==> config.mk <==
export PLATFORM = sky130hd
export DESIGN_NAME = mdio_mgmt_master
export DESIGN_NICKNAME = d
export VERILOG_FILES = /design/src/rtl/mdio_mgmt_pkg.sv /design/src/rtl/mdio_mdc_timer.sv /design/src/rtl/mdio_frame_engine.sv /design/src/rtl/mdio_csr.sv /design/src/rtl/mdio_mgmt_master.sv
export SDC_FILE = /design/constraint.sdc
export NUM_CORES = 1
export LEC_CHECK = 0
export ABC_AREA = 1
export CAP_MARGIN = 20
export CORE_ASPECT_RATIO = 0.6
export CORE_MARGIN = 2
export CORE_UTILIZATION = 50
export CTS_CLUSTER_SIZE = 10
export DETAILED_ROUTE_END_ITERATION = 8
export DONT_BUFFER_PORTS = 1
export GPL_ROUTABILITY_DRIVEN = 0
export HOLD_SLACK_MARGIN = 0.02
export PLACE_DENSITY_LB_ADDON = 0.05
export SETUP_SLACK_MARGIN = 0.15
export SLEW_MARGIN = 30
export SYNTH_ARGS = -nofsm -noshare
export SYNTH_HDL_FRONTEND = slang
export SYNTH_HIERARCHICAL = 1
export SYNTH_SLANG_ARGS = --single-unit
==> constraint.sdc <==
create_clock -name clk -period 2.5 [get_ports clk]
set_input_delay 0.375 -clock clk [delete_from_list [all_inputs] [get_ports clk]]
set_output_delay 0.375 -clock clk [all_outputs]
set_load 0.03 [all_outputs]
==> src/rtl/mdio_mgmt_pkg.sv <==
`timescale 1ns/1ps
package mdio_mgmt_pkg;
  localparam int unsigned FRAME_BITS = 32;
  localparam int unsigned TA_FIRST   = 14;
  localparam int unsigned TA_SECOND  = 15;

  localparam logic [1:0] SEL_CFG = 2'd0;
  localparam logic [1:0] SEL_CTL = 2'd1;
  localparam logic [1:0] SEL_DAT = 2'd2;
  localparam logic [1:0] SEL_ADR = 2'd3;

  typedef enum logic [1:0] {
    KIND_WRITE = 2'd0,
    KIND_READ  = 2'd1,
    KIND_ADDR  = 2'd2
  } kind_e;

  typedef struct packed {
    logic        ext;
    kind_e       kind;
    logic        inc;
    logic        no_pre;
    logic [4:0]  port;
    logic [4:0]  dev;
    logic [15:0] data;
  } req_t;

  // Serialised frame body, MSB leaves first.
  function automatic logic [FRAME_BITS-1:0] pack_frame(input req_t r);
    logic [1:0]  st;
    logic [1:0]  op;
    logic [1:0]  ta;
    logic [15:0] d;
    st = r.ext ? 2'b00 : 2'b01;
    ta = 2'b10;
    d  = r.data;
    if (r.kind == KIND_READ) begin
      if (r.ext) op = r.inc ? 2'b10 : 2'b11;
      else       op = 2'b10;
      ta = 2'b11;
      d  = 16'hFFFF;
    end else if (r.kind == KIND_WRITE) begin
      op = 2'b01;
    end else begin
      op = 2'b00;
    end
    return {st, op, r.port, r.dev, ta, d};
  endfunction
endpackage

==> src/rtl/mdio_mdc_timer.sv <==
`timescale 1ns/1ps
module mdio_mdc_timer #(
  parameter int DIV_W = 8
) (
  input  logic             clk,
  input  logic             rst_n,
  input  logic             run,
  input  logic [DIV_W-1:0] half,
  output logic             mdc,
  output logic             rise,
  output logic             fall
);
  logic [DIV_W-1:0] cnt_q;
  logic             wrap;

  // half is never zero while run is high (engine clamps it)
  assign wrap = run && (cnt_q == half - 1'b1);
  assign rise = wrap && !mdc;
  assign fall = wrap && mdc;

  always_ff @(posedge clk or negedge rst_n) begin
    if (!rst_n) begin
      cnt_q <= '0;
      mdc   <= 1'b0;
    end else if (!run) begin
      cnt_q <= '0;
      mdc   <= 1'b0;
    end else if (wrap) begin
      cnt_q <= '0;
      mdc   <= ~mdc;
    end else begin
      cnt_q <= cnt_q + 1'b1;
    end
  end
endmodule

==> src/rtl/mdio_frame_engine.sv <==
`timescale 1ns/1ps
module mdio_frame_engine
  import mdio_mgmt_pkg::*;
#(
  parameter int PRE_LEN = 32,
  parameter int DIV_W   = 8
) (
  input  logic             clk,
  input  logic             rst_n,
  input  logic             start,
  input  req_t             req,
  input  logic [DIV_W-1:0] div_field,
  input  logic             mdi,
  output logic             busy,
  output logic             mdc,
  output logic             mdo,
  output logic             moe,
  output logic             rd_done,
  output logic [15:0]      rd_data,
  output logic             rd_err
);
  localparam int PC_W = (PRE_LEN > 1) ? $clog2(PRE_LEN) : 1;
  localparam int BC_W = $clog2(FRAME_BITS);
  localparam logic [PC_W-1:0] PRE_LAST = PC_W'(PRE_LEN - 1);
  localparam logic [BC_W-1:0] BIT_LAST = BC_W'(FRAME_BITS - 1);
  localparam logic [BC_W-1:0] TA1      = BC_W'(TA_FIRST);
  localparam logic [BC_W-1:0] TA2      = BC_W'(TA_SECOND);

  logic                  busy_q, pre_q, rd_q, err_q;
  logic [PC_W-1:0]       pcnt_q;
  logic [BC_W-1:0]       bcnt_q;
  logic [FRAME_BITS-1:0] sh_q;
  logic [15:0]           rx_q;
  logic [DIV_W-1:0]      half_q;
  logic                  rise, fall;

  mdio_mdc_timer #(.DIV_W(DIV_W)) u_timer (
    .clk  (clk),
    .rst_n(rst_n),
    .run  (busy_q),
    .half (half_q),
    .mdc  (mdc),
    .rise (rise),
    .fall (fall)
  );

  assign busy    = busy_q;
  assign mdo     = pre_q ? 1'b1 : sh_q[FRAME_BITS-1];
  assign moe     = busy_q && !(rd_q && !pre_q && (bcnt_q >= TA1));
  assign rd_done = fall && busy_q && !pre_q && rd_q && (bcnt_q == BIT_LAST);
  assign rd_data = rx_q;
  assign rd_err  = err_q;

  always_ff @(posedge clk or negedge rst_n) begin
    if (!rst_n) begin
      busy_q <= 1'b0;
      pre_q  <= 1'b0;
      rd_q   <= 1'b0;
      err_q  <= 1'b0;
      pcnt_q <= '0;
      bcnt_q <= '0;
      sh_q   <= '0;
      rx_q   <= '0;
      half_q <= DIV_W'(1);
    end else if (!busy_q) begin
      if (start) begin
        busy_q <= 1'b1;
        pre_q  <= !req.no_pre;
        rd_q   <= (req.kind == KIND_READ);
        err_q  <= 1'b0;
        pcnt_q <= '0;
        bcnt_q <= '0;
        sh_q   <= pack_frame(req);
        rx_q   <= '0;
        half_q <= (div_field == '0) ? DIV_W'(1) : div_field;
      end
    end else begin
      if (rise && rd_q && !pre_q) begin
        if (bcnt_q == TA2) err_q <= mdi;
        if (bcnt_q > TA2)  rx_q  <= {rx_q[14:0], mdi};
      end
      if (fall) begin
        if (pre_q) begin
          if (pcnt_q == PRE_LAST) pre_q <= 1'b0;
          else                    pcnt_q <= pcnt_q + 1'b1;
        end else if (bcnt_q == BIT_LAST) begin
          busy_q <= 1'b0;
        end else begin
          bcnt_q <= bcnt_q + 1'b1;
          sh_q   <= {sh_q[FRAME_BITS-2:0], 1'b0};
        end
      end
    end
  end
endmodule

==> src/rtl/mdio_csr.sv <==
`timescale 1ns/1ps
module mdio_csr
  import mdio_mgmt_pkg::*;
#(
  parameter int DIV_W = 8
) (
  input  logic             clk,
  input  logic             rst_n,
  input  logic             wr,
  input  logic [1:0]       waddr,
  input  logic [31:0]      wdata,
  input  logic [1:0]       raddr,
  output logic [31:0]      rdata,
  input  logic             busy,
  input  logic             rd_done,
  input  logic [15:0]      rd_data,
  input  logic             rd_err,
  output logic             start,
  output req_t             req,
  output logic [DIV_W-1:0] div_field
);
  logic             ext_q;
  logic [DIV_W-1:0] div_q;
  logic [4:0]       dev_q, port_q;
  logic             nopre_q, scan_q, inc_q, rdcmd_q;
  logic [15:0]      data_q, addr_q;
  logic             free_wr;

  assign free_wr   = wr && !busy;
  assign div_field = div_q;

  always_comb begin
    start       = 1'b0;
    req.ext     = ext_q;
    req.kind    = KIND_WRITE;
    req.inc     = inc_q;
    req.no_pre  = nopre_q;
    req.port    = port_q;
    req.dev     = dev_q;
    req.data    = wdata[15:0];
    if (free_wr) begin
      if (waddr == SEL_CTL && wdata[15]) begin
        start      = 1'b1;
        req.kind   = KIND_READ;
        req.inc    = wdata[14];
        req.no_pre = wdata[10];
        req.port   = wdata[9:5];
        req.dev    = wdata[4:0];
      end else if (waddr == SEL_DAT) begin
        start    = 1'b1;
        req.kind = KIND_WRITE;
      end else if (waddr == SEL_ADR && ext_q) begin
        start    = 1'b1;
        req.kind = KIND_ADDR;
      end
    end
  end

  always_ff @(posedge clk or negedge rst_n) begin
    if (!rst_n) begin
      ext_q   <= 1'b0;
      div_q   <= '0;
      dev_q   <= '0;
      port_q  <= '0;
      nopre_q <= 1'b0;
      scan_q  <= 1'b0;
      inc_q   <= 1'b0;
      rdcmd_q <= 1'b0;
      data_q  <= '0;
      addr_q  <= '0;
    end else begin
      if (wr && waddr == SEL_CFG) begin
        ext_q <= wdata[6];
        div_q <= DIV_W'(wdata[15:8]);
      end
      if (free_wr && waddr == SEL_CTL) begin
        dev_q   <= wdata[4:0];
        port_q  <= wdata[9:5];
        nopre_q <= wdata[10];
        scan_q  <= wdata[11];
        inc_q   <= wdata[14];
        rdcmd_q <= wdata[15];
      end
      if (free_wr && waddr == SEL_DAT) data_q <= wdata[15:0];
      else if (rd_done)                data_q <= rd_data;
      if (free_wr && waddr == SEL_ADR) addr_q <= wdata[15:0];
    end
  end

  always_comb begin
    unique case (raddr)
      SEL_CFG: rdata = {16'h0, 8'(div_q), 1'b0, ext_q, 4'h0, rd_err, busy};
      SEL_CTL: rdata = {16'h0, rdcmd_q, inc_q, 2'b00, scan_q, nopre_q, port_q, dev_q};
      SEL_DAT: rdata = {busy, 15'h0, data_q};
      default: rdata = {16'h0, addr_q};
    endcase
  end
endmodule

==> src/rtl/mdio_mgmt_master.sv <==
`timescale 1ns/1ps
module mdio_mgmt_master
  import mdio_mgmt_pkg::*;
#(
  parameter int PRE_LEN = 32,
  parameter int DIV_W   = 8
) (
  input  logic        clk,
  input  logic        rst_n,
  input  logic        reg_wr,
  input  logic [1:0]  reg_waddr,
  input  logic [31:0] reg_wdata,
  input  logic [1:0]  reg_raddr,
  output logic [31:0] reg_rdata,
  output logic        mdc,
  output logic        mdio_o,
  output logic        mdio_oe,
  input  logic        mdio_i,
  output logic        busy
);
  logic             start_w, rd_done_w, rd_err_w;
  logic [15:0]      rd_data_w;
  logic [DIV_W-1:0] div_w;
  req_t             req_w;

  mdio_csr #(.DIV_W(DIV_W)) u_csr (
    .clk      (clk),
    .rst_n    (rst_n),
    .wr       (reg_wr),
    .waddr    (reg_waddr),
    .wdata    (reg_wdata),
    .raddr    (reg_raddr),
    .rdata    (reg_rdata),
    .busy     (busy),
    .rd_done  (rd_done_w),
    .rd_data  (rd_data_w),
    .rd_err   (rd_err_w),
    .start    (start_w),
    .req      (req_w),
    .div_field(div_w)
  );

  mdio_frame_engine #(.PRE_LEN(PRE_LEN), .DIV_W(DIV_W)) u_eng (
    .clk      (clk),
    .rst_n    (rst_n),
    .start    (start_w),
    .req      (req_w),
    .div_field(div_w),
    .mdi      (mdio_i),
    .busy     (busy),
    .mdc      (mdc),
    .mdo      (mdio_o),
    .moe      (mdio_oe),
    .rd_done  (rd_done_w),
    .rd_data  (rd_data_w),
    .rd_err   (rd_err_w)
  );
endmodule

# Word-level counts from Yosys, hierarchy flattened
# Cells that the tools add are included.
# W data, S select, Z words.
dict set report totals {
  out_inout_bits 36
  elab_cells 141
  in_bits 40
  register_bits 134
}
dict set report classes {
  reduce_logical 36
  n_addsub 4
  bitwise 2
  muxes 57
  magnitude_cmp 2
  eq_ne 19
}
# op n
set ops {}
lappend ops {{$mux W32} 5}
lappend ops {{$mux W16} 7}
lappend ops {{$pmux W32 S3} 1}
lappend ops {{$mux W5} 9}
lappend ops {{$mux W1} 25}
lappend ops {{$mux W8} 3}
lappend ops {{$logic_and A1 B1 Y1} 19}
lappend ops {{$ne A2 B2 Y1 const B} 9}
lappend ops {{$mux W14} 1}
lappend ops {{$mux W12} 1}
lappend ops {{$add A5 B1 Y5 const B} 2}
lappend ops {{$eq A5 B5 Y1 const B} 2}
lappend ops {{$mux W2} 5}
lappend ops {{$add A8 B1 Y8 const B} 1}
lappend ops {{$eq A8 B8 Y1} 1}
lappend ops {{$logic_not A8 Y1} 1}
lappend ops {{$reduce_and A4 Y1} 2}
lappend ops {{$sub A8 B1 Y8 const B} 1}
lappend ops {{$eq A2 B1 Y1 const B} 3}
lappend ops {{$eq A2 B2 Y1 const B} 3}
lappend ops {{$logic_not A2 Y1} 3}
lappend ops {{$reduce_and A3 Y1} 2}
lappend ops {{$eq A5 B4 Y1 const B} 1}
lappend ops {{$ge A5 B4 Y1 const B} 1}
lappend ops {{5 further kinds} 12}

# Logic depth before layout (Yosys ltp)
# Gate-level depths: netlist of the first run.
dict set report depth {
  depth_word 11
  mapped_depth 20
  ltp_nobuf 19
}

# Cells and area by module
# Netlist of the first run, hierarchy kept.
# mod cells_each seq_area_each_um2 area_each_um2 n_inst
set modules_own_cells {}
lappend modules_own_cells {mdio_frame_engine 444 1752.9 3562.2 1}
lappend modules_own_cells {mdio_csr 435 1376.3 3128.0 1}
lappend modules_own_cells {mdio_mdc_timer 119 225.2 765.7 1}

# Worst setup path after synthesis of the first run
# Ideal clock, no wire load.
dict set report synth_timing {
  path_kind {reg-to-reg}
  from {reg u_eng.half_q[0]}
  to {reg u_csr.data_q[0]}
  t_required_ns 2.383
  period_less_slack_ns 2.635
  path_slack_ns -0.135
  setup_ns 0.117
  stages_incl_launch_ff 17
  path_buffers 2
  t_arrival_ns 2.518
  path_cell_list {dfstp_2 -> inv_1 -> ha_1 -> xor2_1 -> nand2_1 -> nor2_1 -> nand3_1 -> nor2_2 -> nand3_1 -> nor2_1 -> nand2_4 -> nor3_1 -> buf_2 -> inv_1 -> buf_1 -> nand3_1 -> nand2_1}
}
dict set report synth_between {
  elab_chain_len 9
}
# item line
set synth_rtl {}
lappend synth_rtl {{start: declaration} mdio_frame_engine.sv:34} ;# logic [DIV_W-1:0] half_q;
lappend synth_rtl {{start signal: assignment} mdio_frame_engine.sv:75} ;# half_q <= (div_field == '0) ? DIV_W'(1) : div_field;
lappend synth_rtl {{$sub A8 B1 Y8} mdio_mdc_timer.sv:17} ;# assign wrap = run && (cnt_q == half - 1'b1);
lappend synth_rtl {{$eq A8 B8 Y1} mdio_mdc_timer.sv:17}
lappend synth_rtl {{$logic_and A1 B1 Y1} mdio_mdc_timer.sv:17}
lappend synth_rtl {{$logic_and A1 B1 Y1} mdio_mdc_timer.sv:19} ;# assign fall = wrap && mdc;
lappend synth_rtl {{via u_eng.fall} mdio_frame_engine.sv:35} ;# logic rise, fall;
lappend synth_rtl {{$logic_and A1 B1 Y1 (4 in a row)} mdio_frame_engine.sv:50} ;# assign rd_done = fall && busy_q && !pre_q && rd_q && (bcnt_q == BIT_LAST);
lappend synth_rtl {{via rd_done_w} mdio_mgmt_master.sv:21} ;# logic start_w, rd_done_w, rd_err_w;
lappend synth_rtl {{$reduce_bool A2 Y1 (no source line)} n/a}
lappend synth_rtl {{end signal: assignment} mdio_csr.sv:84} ;# if (free_wr && waddr == SEL_DAT) data_q <= wdata[15:0];
lappend synth_rtl {{end signal: assignment} mdio_csr.sv:85} ;# else if (rd_done) data_q <= rd_data;
lappend synth_rtl {{end: declaration} mdio_csr.sv:26} ;# logic [15:0] data_q, addr_q;
# The timed path passes the listed nets, and every way through them passes these cells.
# A chain may end at the register's enable or synchronous reset.

# Worst setup path after layout of the first run
dict set report layout_timing {
  from {reg u_eng.half_q[0]}
  to {reg u_eng.rx_q[2] (netlist: u_eng/rd_data[2])}
}
dict set report layout_between {
  elab_chain_len 8
}
# item line
set layout_rtl {}
lappend layout_rtl {{$sub A8 B1 Y8} mdio_mdc_timer.sv:17}
lappend layout_rtl {{$eq A8 B8 Y1} mdio_mdc_timer.sv:17}
lappend layout_rtl {{$logic_and A1 B1 Y1} mdio_mdc_timer.sv:17}
lappend layout_rtl {{$logic_and A1 B1 Y1} mdio_mdc_timer.sv:18} ;# assign rise = wrap && !mdc;
lappend layout_rtl {{via u_eng.rise} mdio_frame_engine.sv:35}
lappend layout_rtl {{$logic_and A1 B1 Y1 (2 in a row)} mdio_frame_engine.sv:78} ;# if (rise && rd_q && !pre_q) begin
lappend layout_rtl {{$ne A2 B2 Y1 (no source line)} n/a}
lappend layout_rtl {{$reduce_and A3 Y1 (no source line)} n/a}
lappend layout_rtl {{end signal: assignment} mdio_frame_engine.sv:80} ;# if (bcnt_q > TA2) rx_q <= {rx_q[14:0], mdi};
lappend layout_rtl {{end: declaration} mdio_frame_engine.sv:33} ;# logic [15:0] rx_q;
# The timed path passes the listed nets, and every way through them passes these cells.

==> impl_metrics.json, run 1 <==
{
  "synth-seq-area-share_pct": 45.0,
  "synth_top_area_cell": "dfrtp_1",
  "fp.coreArea_um2": 14500,
  "via_count": 6418,
  "synth_seq_cells": 134,
  "ys_types": 43,
  "fp.dieW_um": 162,
  "start_kind": "flip-flop",
  "critPathRequiredTime_ns": 2.84,
  "htree_levels": 4,
  "setup_viol": 0,
  "crit_start": "u_eng/half_q[0]",
  "mappedNetlistArea_um2": 7460,
  "insertion_delay_ns": 0.41,
  "reg2reg_to": "u_eng/rd_data[2]",
  "synth_edf_count": 0,
  "arrival_ns": 2.80,
  "clock_path_buffers": 2,
  "critPathKind": "flip-flop to flip-flop",
  "synth_area_leaders": "dfrtp_1 45%, nand2_1 19%, o21ai_0 6.6%",
  "area.growth.synth_to_final_pct": 18.5,
  "yosys.area_share.adder_pct": 1.34,
  "regArea_um2": 3360,
  "grt_start_max_net_pins": 135,
  "dp_hpwl_um": 13100,
  "antenna_cells": 0,
  "rows": 34,
  "timing.final.crit_share_pct": 98.5,
  "violations": "negative hold slack",
  "clock-sinks": 134,
  "cap_violations": 0,
  "r2r-start": "u_eng/half_q[0]",
  "portBuffers": 0,
  "initial_core_util_pct": 51.2,
  "syn_area_per_cell_um2": 7.47,
  "status": "finished, violations left",
  "num_io_pins": 76,
  "drtIter0Drc": 500,
  "min_path_type": "input port to asynchronous set/reset pin",
  "nNetsFinal": 1056,
  "avgViaCountPerCell": 5.26,
  "grt_overflow": 0,
  "p_seq_share_pct": 38.5,
  "root_buffer": "clkbuf_16",
  "track_usage_pct": 23.8,
  "yosys.area.top_type_share_pct": 44.6,
  "fmax_mhz": 406,
  "netlist_instances": 998,
  "synth_xor_area_share_pct": 0.822,
  "end_kind": "flip-flop",
  "synth_common_cells": "380 x nand2_1, 133 x dfrtp_1, 98 x o21ai_0",
  "post-synth-top-count-cell": "nand2_1",
  "synth_compound_area_share_pct": 10.5,
  "fin_crit_ns": 2.46,
  "drc": 0,
  "slew_headroom_pct": 53.9,
  "route.detailed.wl_per_inst_um": 15.7,
  "yosys.area_share.simple_pct": 30.6,
  "whs_ns": -0.343,
  "critPathMaxFanout": 6,
  "clk_pin_slew_worst_paths_ns": 0.06,
  "tritoncts": "built",
  "r2r_slack_ns": 0.04,
  "worst_ir_drop_vdd_mv": 0.575,
  "ys.flop_type": "dfrtp_1",
  "power.internal_w": 0.00580,
  "firstDrtPassIters": 5,
  "pwr-share-comb_pct": 35.2,
  "worst_slew_pin_slew_ns": 0.690,
  "rr_worst_depth": 15,
  "multi_input_area_um2": 3610,
  "p_sw_share_pct": 38.6,
  "grt_pass1_wl_um": 29900,
  "skew_ns": 0.0112,
  "final_cells": 1219,
  "antenna_found_initial": 0,
  "hold_violations": 134,
  "dieHeight_um": 98.6,
  "n_fill_cell": 1280,
  "ant_nets": 0,
  "wl_um": 19100,
  "leakage_nw": 4.49,
  "rsz0062_at_grt": "true",
  "async_reset_ff_share_pct": 100,
  "synth_top_family_by_area": "simple AND/OR/NAND/NOR gates",
  "muxShareOfSynthArea_pct": 0,
  "first_global_vias": 5879,
  "slew_viol_final": 0,
  "place_inst": 1164,
  "cts_made_buffers": 17,
  "power.switching_w": 0.00364,
  "power.density_nw_per_um2": 1070,
  "drive_gt1_share_pct": 20.2,
  "die-area_um2": 15900,
  "clkPwrFrac_pct": 26.4,
  "yosys_warnings": 6
}
-- sequential cells by signal (all words and copies together) (netlist names) --
signal	cells
u_csr/addr_q	16
u_csr/data_q	16
u_csr/dev_q	5
u_csr/div_field	8
u_csr/ext_q	1
u_csr/inc_q	1
u_csr/nopre_q	1
u_csr/port_q	5
u_csr/rdcmd_q	1
u_csr/scan_q	1
u_eng/bcnt_q	5
u_eng/busy	1
u_eng/half_q	8
u_eng/pcnt_q	5
u_eng/pre_q	1
u_eng/rd_data	16
u_eng/rd_err	1
u_eng/rd_q	1
u_eng/sh_q	32
u_eng/u_timer/cnt_q	8
u_eng/u_timer/mdc	1
-- layout make-up --
class	instances	share of cell area, %
clock buffer	23	5.18
clock inverter	9	1.43
inverter	103	4.57
multi-input combinational	702	40.9
sequential	134	38.0
tap	198	2.80
timing repair buffer	48	6.82
timing repair inverter	2	0.311
-- timing repair --
action	in CTS	in global routing
pin swaps	16	16
hold endpoints to repair	134	134
resized for setup	49	99
buffers inserted	8	4
gates cloned	4	7
setup endpoints to repair	68	77
-- worst max-delay path, cell delays in order, from the launching register on --
cell     delay [ns]
dfstp_2        0.54
inv_2          0.05
ha_4           0.26
xor2_1         0.14
nand2_1        0.06
nor2_1         0.09
nand3_1        0.12
nor2_2         0.15
nand4_1        0.11
inv_1          0.09
nand3_2        0.12
a21oi_4        0.20
buf_12         0.16
buf_8          0.14
nand3_1        0.08
nand2_1        0.09
-- worst max-delay path by stage --
stage,endpoint,depth (start not counted)
finish,u_eng/rd_data[2],15
floorplan,u_csr/data_q[0],16
global placement,u_csr/data_q[4],15
detailed placement,u_eng/sh_q[3],16
global route,u_csr/data_q[3],16
CTS,u_csr/data_q[2],15
-- cell families (layout without fill, tap and decap cells) --
group	count (synthesis)	in the layout
xor+xnor	7	7
flops	134	134
compound gates	138	138
simple gates	533	534
fa+ha+maj	8	8
other cells	1	15
buf+inv	177	185
-- per-stage QoR --
stage	util (%)	cell area (um^2)	TNS [ns]	worst slack, ns	power [W]
after floorplan	-	7550	0	0.161	0.00587
after global routing	60.7	8840	-6.29	-0.142	0.0101
after CTS	57.8	8410	0	0.0473	0.00925
final	60.7	8840	0	0.0383	0.00944
after detailed placement	52.0	7560	0	0.0155	0.00655
after global placement	52.0	7560	-0.133	-0.0155	0.00640
-- power groups by stage --
| stage | Combinational, W | Sequential (W) | Clock, W |
|---|---|---|---|
| 2_1_floorplan | 0.00239 | 0.00348 | 0 |
| 3_3_place_gp | 0.00281 | 0.00359 | 0 |
| 3_5_place_dp | 0.00291 | 0.00363 | 0 |
| 4_1_cts | 0.00310 | 0.00361 | 0.00254 |
| 5_1_grt | 0.00371 | 0.00374 | 0.00265 |
| 6_report | 0.00332 | 0.00363 | 0.00249 |
-- routing by layer --
| layer | vias up | track usage [%] | routed length, um |
|---|---|---|---|
| met5 | - | 0 | 0 |
| met4 | 0 | 6.33 | 306 |
| met3 | 21 | 6.14 | 1370 |
| met2 | 210 | 34.2 | 8110 |
| met1 | 3041 | 35.6 | 9350 |
| li1 | 3146 | - | - |
-- cells in the final DEF (no fill, tap or decap), types with 3 or more instances in the layout --
cell type	instances
xor2_1	6
buf_8	4
nand2_2	36
clkinv_2	4
nand2_4	11
o21ai_2	31
inv_1	93
clkbuf_16	22
bufinv_16	3
o21ai_0	63
buf_4	24
nor2_1	20
nand3_2	13
nand2_1	340
o21ai_1	31
ha_1	7
buf_6	8
conb_1	15
nand2_8	3
clkbuf_1	5
buf_12	6
dfrtp_1	132
nor2_2	15
inv_2	7
nor3_1	3
nand4_1	16
nand3_1	70
Note: power is estimated with default switching activity, not from simulation.
==> inputs of run 2 (changes only) <==
Settings changed: CORE_UTILIZATION 50 to 44.
==> impl_metrics.json, run 2 (synthesis results as in run 1) <==
{
  "avgViaCountPerCell": 5.00,
  "firstDrtPassIters": 5,
  "crit_start": "u_eng/half_q[0]",
  "clock_path_buffers": 2,
  "power.internal_w": 0.00566,
  "dp_hpwl_um": 13100,
  "grt_pass1_wl_um": 30300,
  "dieHeight_um": 105,
  "grt_start_max_net_pins": 135,
  "crit_path_cell_trace": "inv_2 -> ha_4 -> xor2_2 -> nand2_1 -> nor2_2 -> nand3_2 -> nor2_4 -> nand3_2 -> nor2_4 -> nand2_4 -> nor3_4 -> buf_6 -> buf_12 -> inv_16 -> nand3_1 -> nand2_1",
  "htree_levels": 4,
  "p_sw_share_pct": 40.4,
  "first_global_vias": 5613,
  "r2r-start": "u_eng/half_q[0]",
  "leakage_nw": 4.54,
  "total_power_w": 0.00950,
  "whs_ns": -0.353,
  "start_kind": "flip-flop",
  "met1_usage_pct": 35.3,
  "place_ws_ns": -0.0456,
  "largest_reg_flops": 32,
  "place_inst": 1195,
  "area.growth.synth_to_final_pct": 20.7,
  "top_register": "u_eng/sh_q",
  "drtIter0Drc": 464,
  "grt_overflow": 0,
  "final_cell_mix": "328 x nand2_1, 132 x dfrtp_1, 93 x inv_1, 67 x nand3_1, 61 x o21ai_0",
  "setup_tns_ns": -1.39,
  "slowest_delay_ns": 0.54,
  "die-area_um2": 18000,
  "skew_ns": 0.0114,
  "slew_headroom_pct": 54.8,
  "min_path_type": "input port to asynchronous set/reset pin",
  "use_met2_pct": 27.9,
  "arrival_ns": 2.88,
  "antenna_found_initial": 0,
  "nNetsFinal": 1051,
  "final_cells": 1244,
  "gr-max-usage-layer": "met1",
  "critPathMaxFanout": 16,
  "worst_ir_drop_vdd_mv": 0.470,
  "antenna_cells": 0,
  "tritoncts": "built",
  "clk_pin_slew_worst_paths_ns": 0.07,
  "hold_violations": 134,
  "initial_core_util_pct": 45.5,
  "insertion_delay_ns": 0.42,
  "num_io_pins": 76,
  "drc": 0,
  "fin_crit_ns": 2.57,
  "ant_nets": 0,
  "root_buffer": "clkbuf_16",
  "critPathRequiredTime_ns": 2.81,
  "fp.dieW_um": 172,
  "rsz0062_at_grt": "true",
  "setup_slack_ns": -0.0719,
  "fp.coreArea_um2": 16400,
  "fmax_mhz": 389,
  "drive_gt1_share_pct": 22.8,
  "path_buf_inv": 4,
  "rows": 36,
  "setup_viol": 38,
  "status": "finished, violations left",
  "timing.final.crit_share_pct": 103,
  "wl_um": 19500,
  "mostFrequentLayoutCell": "nand2_1",
  "portBuffers": 0,
  "power.switching_w": 0.00384,
  "pwr-share-comb_pct": 36.2,
  "worst_slew_pin_slew_ns": 0.677,
  "power.density_nw_per_um2": 1060,
  "p_seq_share_pct": 38.2,
  "critPathKind": "flip-flop to flip-flop",
  "path_delay_family": "simple AND/OR/NAND/NOR gates",
  "route.detailed.wl_per_inst_um": 15.7,
  "end_kind": "flip-flop",
  "via_count": 6223,
  "slew_viol_final": 0,
  "cap_violations": 0,
  "violations": "negative hold slack, negative setup slack",
  "worst_path_max_delay_cell": "dfstp_2",
  "grt.met3_usage_pct": 5.64,
  "clock-sinks": 134,
  "track_usage_pct": 21.5,
  "cts_made_buffers": 17,
  "clkPwrFrac_pct": 25.7
}
run 2: layer usage:
layer  vias to the layer above  part of all wire [%]
met5                         -                     0
met4                         0                  0.84
met3                        13                   5.9
met2                       123                    39
met1                      2952                    55
li1                       3135                     -
run 2: path summary, 6_finish.rpt:
path | end | slack [ns] | depth (start not counted)
max | u_csr/data_q[4] | -0.07 | 16
min in group clk | u_eng/sh_q[0] | 0.14 | 2
max reg2reg | u_csr/data_q[4] | -0.07 | 16
min reg2reg | u_csr/rdcmd_q | 0.48 | 2
min | u_eng/bcnt_q[0] | -0.35 | 0
max in group asynchronous | u_eng/half_q[0] | 2.56 | 0
run 2: power by group through the flow:
stage / Sequential (W) / Clock [W] / Combinational (W)
2_1_floorplan: 0.00348 / 0 / 0.00239
3_3_place_gp: 0.00362 / 0 / 0.00289
6_report: 0.00363 / 0.00244 / 0.00343
3_5_place_dp: 0.00362 / 0 / 0.00291
4_1_cts: 0.00359 / 0.00248 / 0.00308
5_1_grt: 0.00373 / 0.00257 / 0.00386
run 2: cell type report:
type	count	area, um^2
Fill cell	1564	7400
Sequential cell	134	3360
Clock inverter	14	130
Tap cell	228	285
Inverter	103	418
Clock buffer	18	439
Timing Repair Buffer	44	582
Multi-Input combinational cell	703	3790
run 2: metrics by stage:
stage	util (%)	cell area (um^2)
after floorplan	-	7550
after global placement	46.5	7620
after detailed placement	46.5	7620
after CTS	51.0	8360
after global routing	54.9	9000
final	54.9	9000
run 2: repair_timing:
item | CTS | global route
setup buffers | 3 | 4
pin swaps | 12 | 34
hold endpoints to repair | 134 | 134
endpoints found under the setup margin | 76 | 76
gates resized for setup | 31 | 154
gates cloned | 3 | 7
==> inputs of run 3 (changes only) <==
Settings changed: CELL_PAD_IN_SITES_DETAIL_PLACEMENT set to 0, CELL_PAD_IN_SITES_GLOBAL_PLACEMENT set to 1, CORE_UTILIZATION 44 to 42, REMOVE_ABC_BUFFERS set to 1.
==> impl_metrics.json, run 3 (synthesis results as in run 1) <==
{
  "whs_ns": -0.359,
  "place_area_um2": 7640,
  "largest_reg_flops": 32,
  "end_kind": "flip-flop",
  "nNetsFinal": 1062,
  "grt_pass1_wl_um": 32800,
  "num_io_pins": 76,
  "drive_gt1_share_pct": 24.0,
  "firstDrtPassIters": 5,
  "clk_pin_slew_worst_paths_ns": 0.06,
  "start_kind": "flip-flop",
  "first_global_vias": 6307,
  "violations": "negative hold slack, negative setup slack",
  "r2r-start": "u_eng/half_q[0]",
  "htree_levels": 4,
  "total_power_w": 0.00970,
  "final_cell_mix": "318 x nand2_1, 132 x dfrtp_1, 92 x inv_1, 64 x nand3_1, 61 x o21ai_0",
  "fmax_mhz": 395,
  "clock_path_buffers": 2,
  "mostFrequentLayoutCell": "nand2_1",
  "hold_violations": 134,
  "min_path_type": "input port to asynchronous set/reset pin",
  "setup_tns_ns": -0.370,
  "area.growth.synth_to_final_pct": 22.5,
  "r2r_slack_ns": -0.03,
  "drtIter0Drc": 381,
  "critPathKind": "flip-flop to flip-flop",
  "dieHeight_um": 107,
  "fp.dieW_um": 176,
  "skew_ns": 0.00964,
  "reg2reg_to": "u_eng/sh_q[13]",
  "ant_nets": 0,
  "crit_path_cell_trace": "inv_2 -> ha_4 -> xor2_1 -> nand2_1 -> nor2_2 -> nand3_2 -> nor2_4 -> nand3_2 -> nor2_4 -> nand2_4 -> buf_6 -> nand2_8 -> nand2_8 -> clkinv_8 -> buf_12 -> buf_16 -> o21ai_2 -> nand2_1",
  "leakage_nw": 4.71,
  "cap_violations": 0,
  "slew_headroom_pct": 58.2,
  "power.density_nw_per_um2": 1060,
  "route.detailed.wl_per_inst_um": 16.0,
  "arrival_ns": 2.89,
  "dp_hpwl_um": 13600,
  "insertion_delay_ns": 0.42,
  "timing.final.crit_share_pct": 101,
  "fin_crit_ns": 2.53,
  "wl_um": 20100,
  "grt_start_max_net_pins": 135,
  "fp.coreArea_um2": 17300,
  "setup_slack_ns": -0.0329,
  "root_buffer": "clkbuf_16",
  "worst_ir_drop_vdd_mv": 0.475,
  "drc": 0,
  "clock-sinks": 134,
  "rows": 37,
  "rsz0062_at_grt": "true",
  "cts_made_buffers": 17,
  "via_count": 6359,
  "critPathMaxFanout": 8,
  "rr_worst_depth": 18,
  "slew_viol_final": 0,
  "setup_viol": 26,
  "track_usage_pct": 22.5,
  "place_ws_ns": -0.211,
  "initial_core_util_pct": 43.2,
  "fin_area_um2": 9130,
  "portBuffers": 0,
  "antenna_found_initial": 0,
  "worst_path_max_delay_cell": "dfstp_2",
  "tritoncts": "built",
  "avgViaCountPerCell": 5.04,
  "critPathRequiredTime_ns": 2.86,
  "top_register": "u_eng/sh_q",
  "slowest_delay_ns": 0.53,
  "die-area_um2": 18900,
  "worst_slew_pin_slew_ns": 0.626,
  "grt_overflow": 0,
  "status": "finished, violations left",
  "antenna_cells": 0
}
[run 3: cell count changes in the layout (fill, tap and decap cells not counted), moves of 4 or more]
cell      previous run  this run
buf_4               21        31
nand2_1            328       318
nand2_2             41        49
o21ai_1             24        32
o21ai_2             39        32
clkbuf_8             1         5
clkinv_4             5         1
[run 3: power breakdown]
part           leakage [nW]  internal [W]  switching (W)
Sequential             1.67       0.00303       0.000626
Combinational          2.73       0.00128        0.00213
Clock                 0.310       0.00170       0.000944
[run 3: what timing repair did]
action                     in CTS  in global routing
pin swaps                      22                 39
setup endpoints to repair      76                 77
hold endpoints to repair      134                134
gates cloned                    6                  4
resized for setup              78                120
buffers inserted                2                  7
[run 3: metal layers]
layer	wire (um)	global-route usage [%]
met5	0	0
met4	208	6.79
met3	1390	7.09
met2	8690	33.3
met1	9860	31.7
[run 3: worst max-delay path: cells and delay by family (launching register included)]
family                     cells  cell delay, ns
DFF                            1            0.53
AOI/OAI and AO/OA              1            0.05
xor gates and xnor gates       1            0.13
buffers and inverters          5            0.54
adders and majority gates      1            0.25
and+or+nand+nor               10            0.95
[run 3: area by class of cell]
class,instances,area (um^2)
fillers,1689,8130
multi-input cells,703,3790
flip-flops and latches,134,3360
repair buffers,55,667
clock buffers,24,502
inverters,103,408
well taps,234,293
clock inverters,8,119
[run 3: how the worst max path moves through the flow]
stage | slack, ns | cells after the start | end | from
after floorplan | -1.15 | 7 | u_eng/sh_q[17] | u_eng/busy
after global placement | -0.22 | 16 | u_csr/data_q[3] | u_eng/half_q[0]
after CTS | -0.07 | 17 | u_eng/sh_q[3] | u_eng/half_q[0]
after detailed placement | -0.21 | 16 | u_csr/data_q[0] | u_eng/half_q[0]
final | -0.03 | 18 | u_eng/sh_q[13] | u_eng/half_q[0]
after global routing | -0.17 | 20 | u_eng/sh_q[13] | u_eng/half_q[0]
[run 3: per-stage QoR]
step | cells | util (%)
after floorplan | 938 | -
after global placement | 1210 | 44.2
after detailed placement | 1210 | 44.2
after CTS | 1250 | 50.0
after global routing | 1261 | 52.9
final | 1261 | 52.9
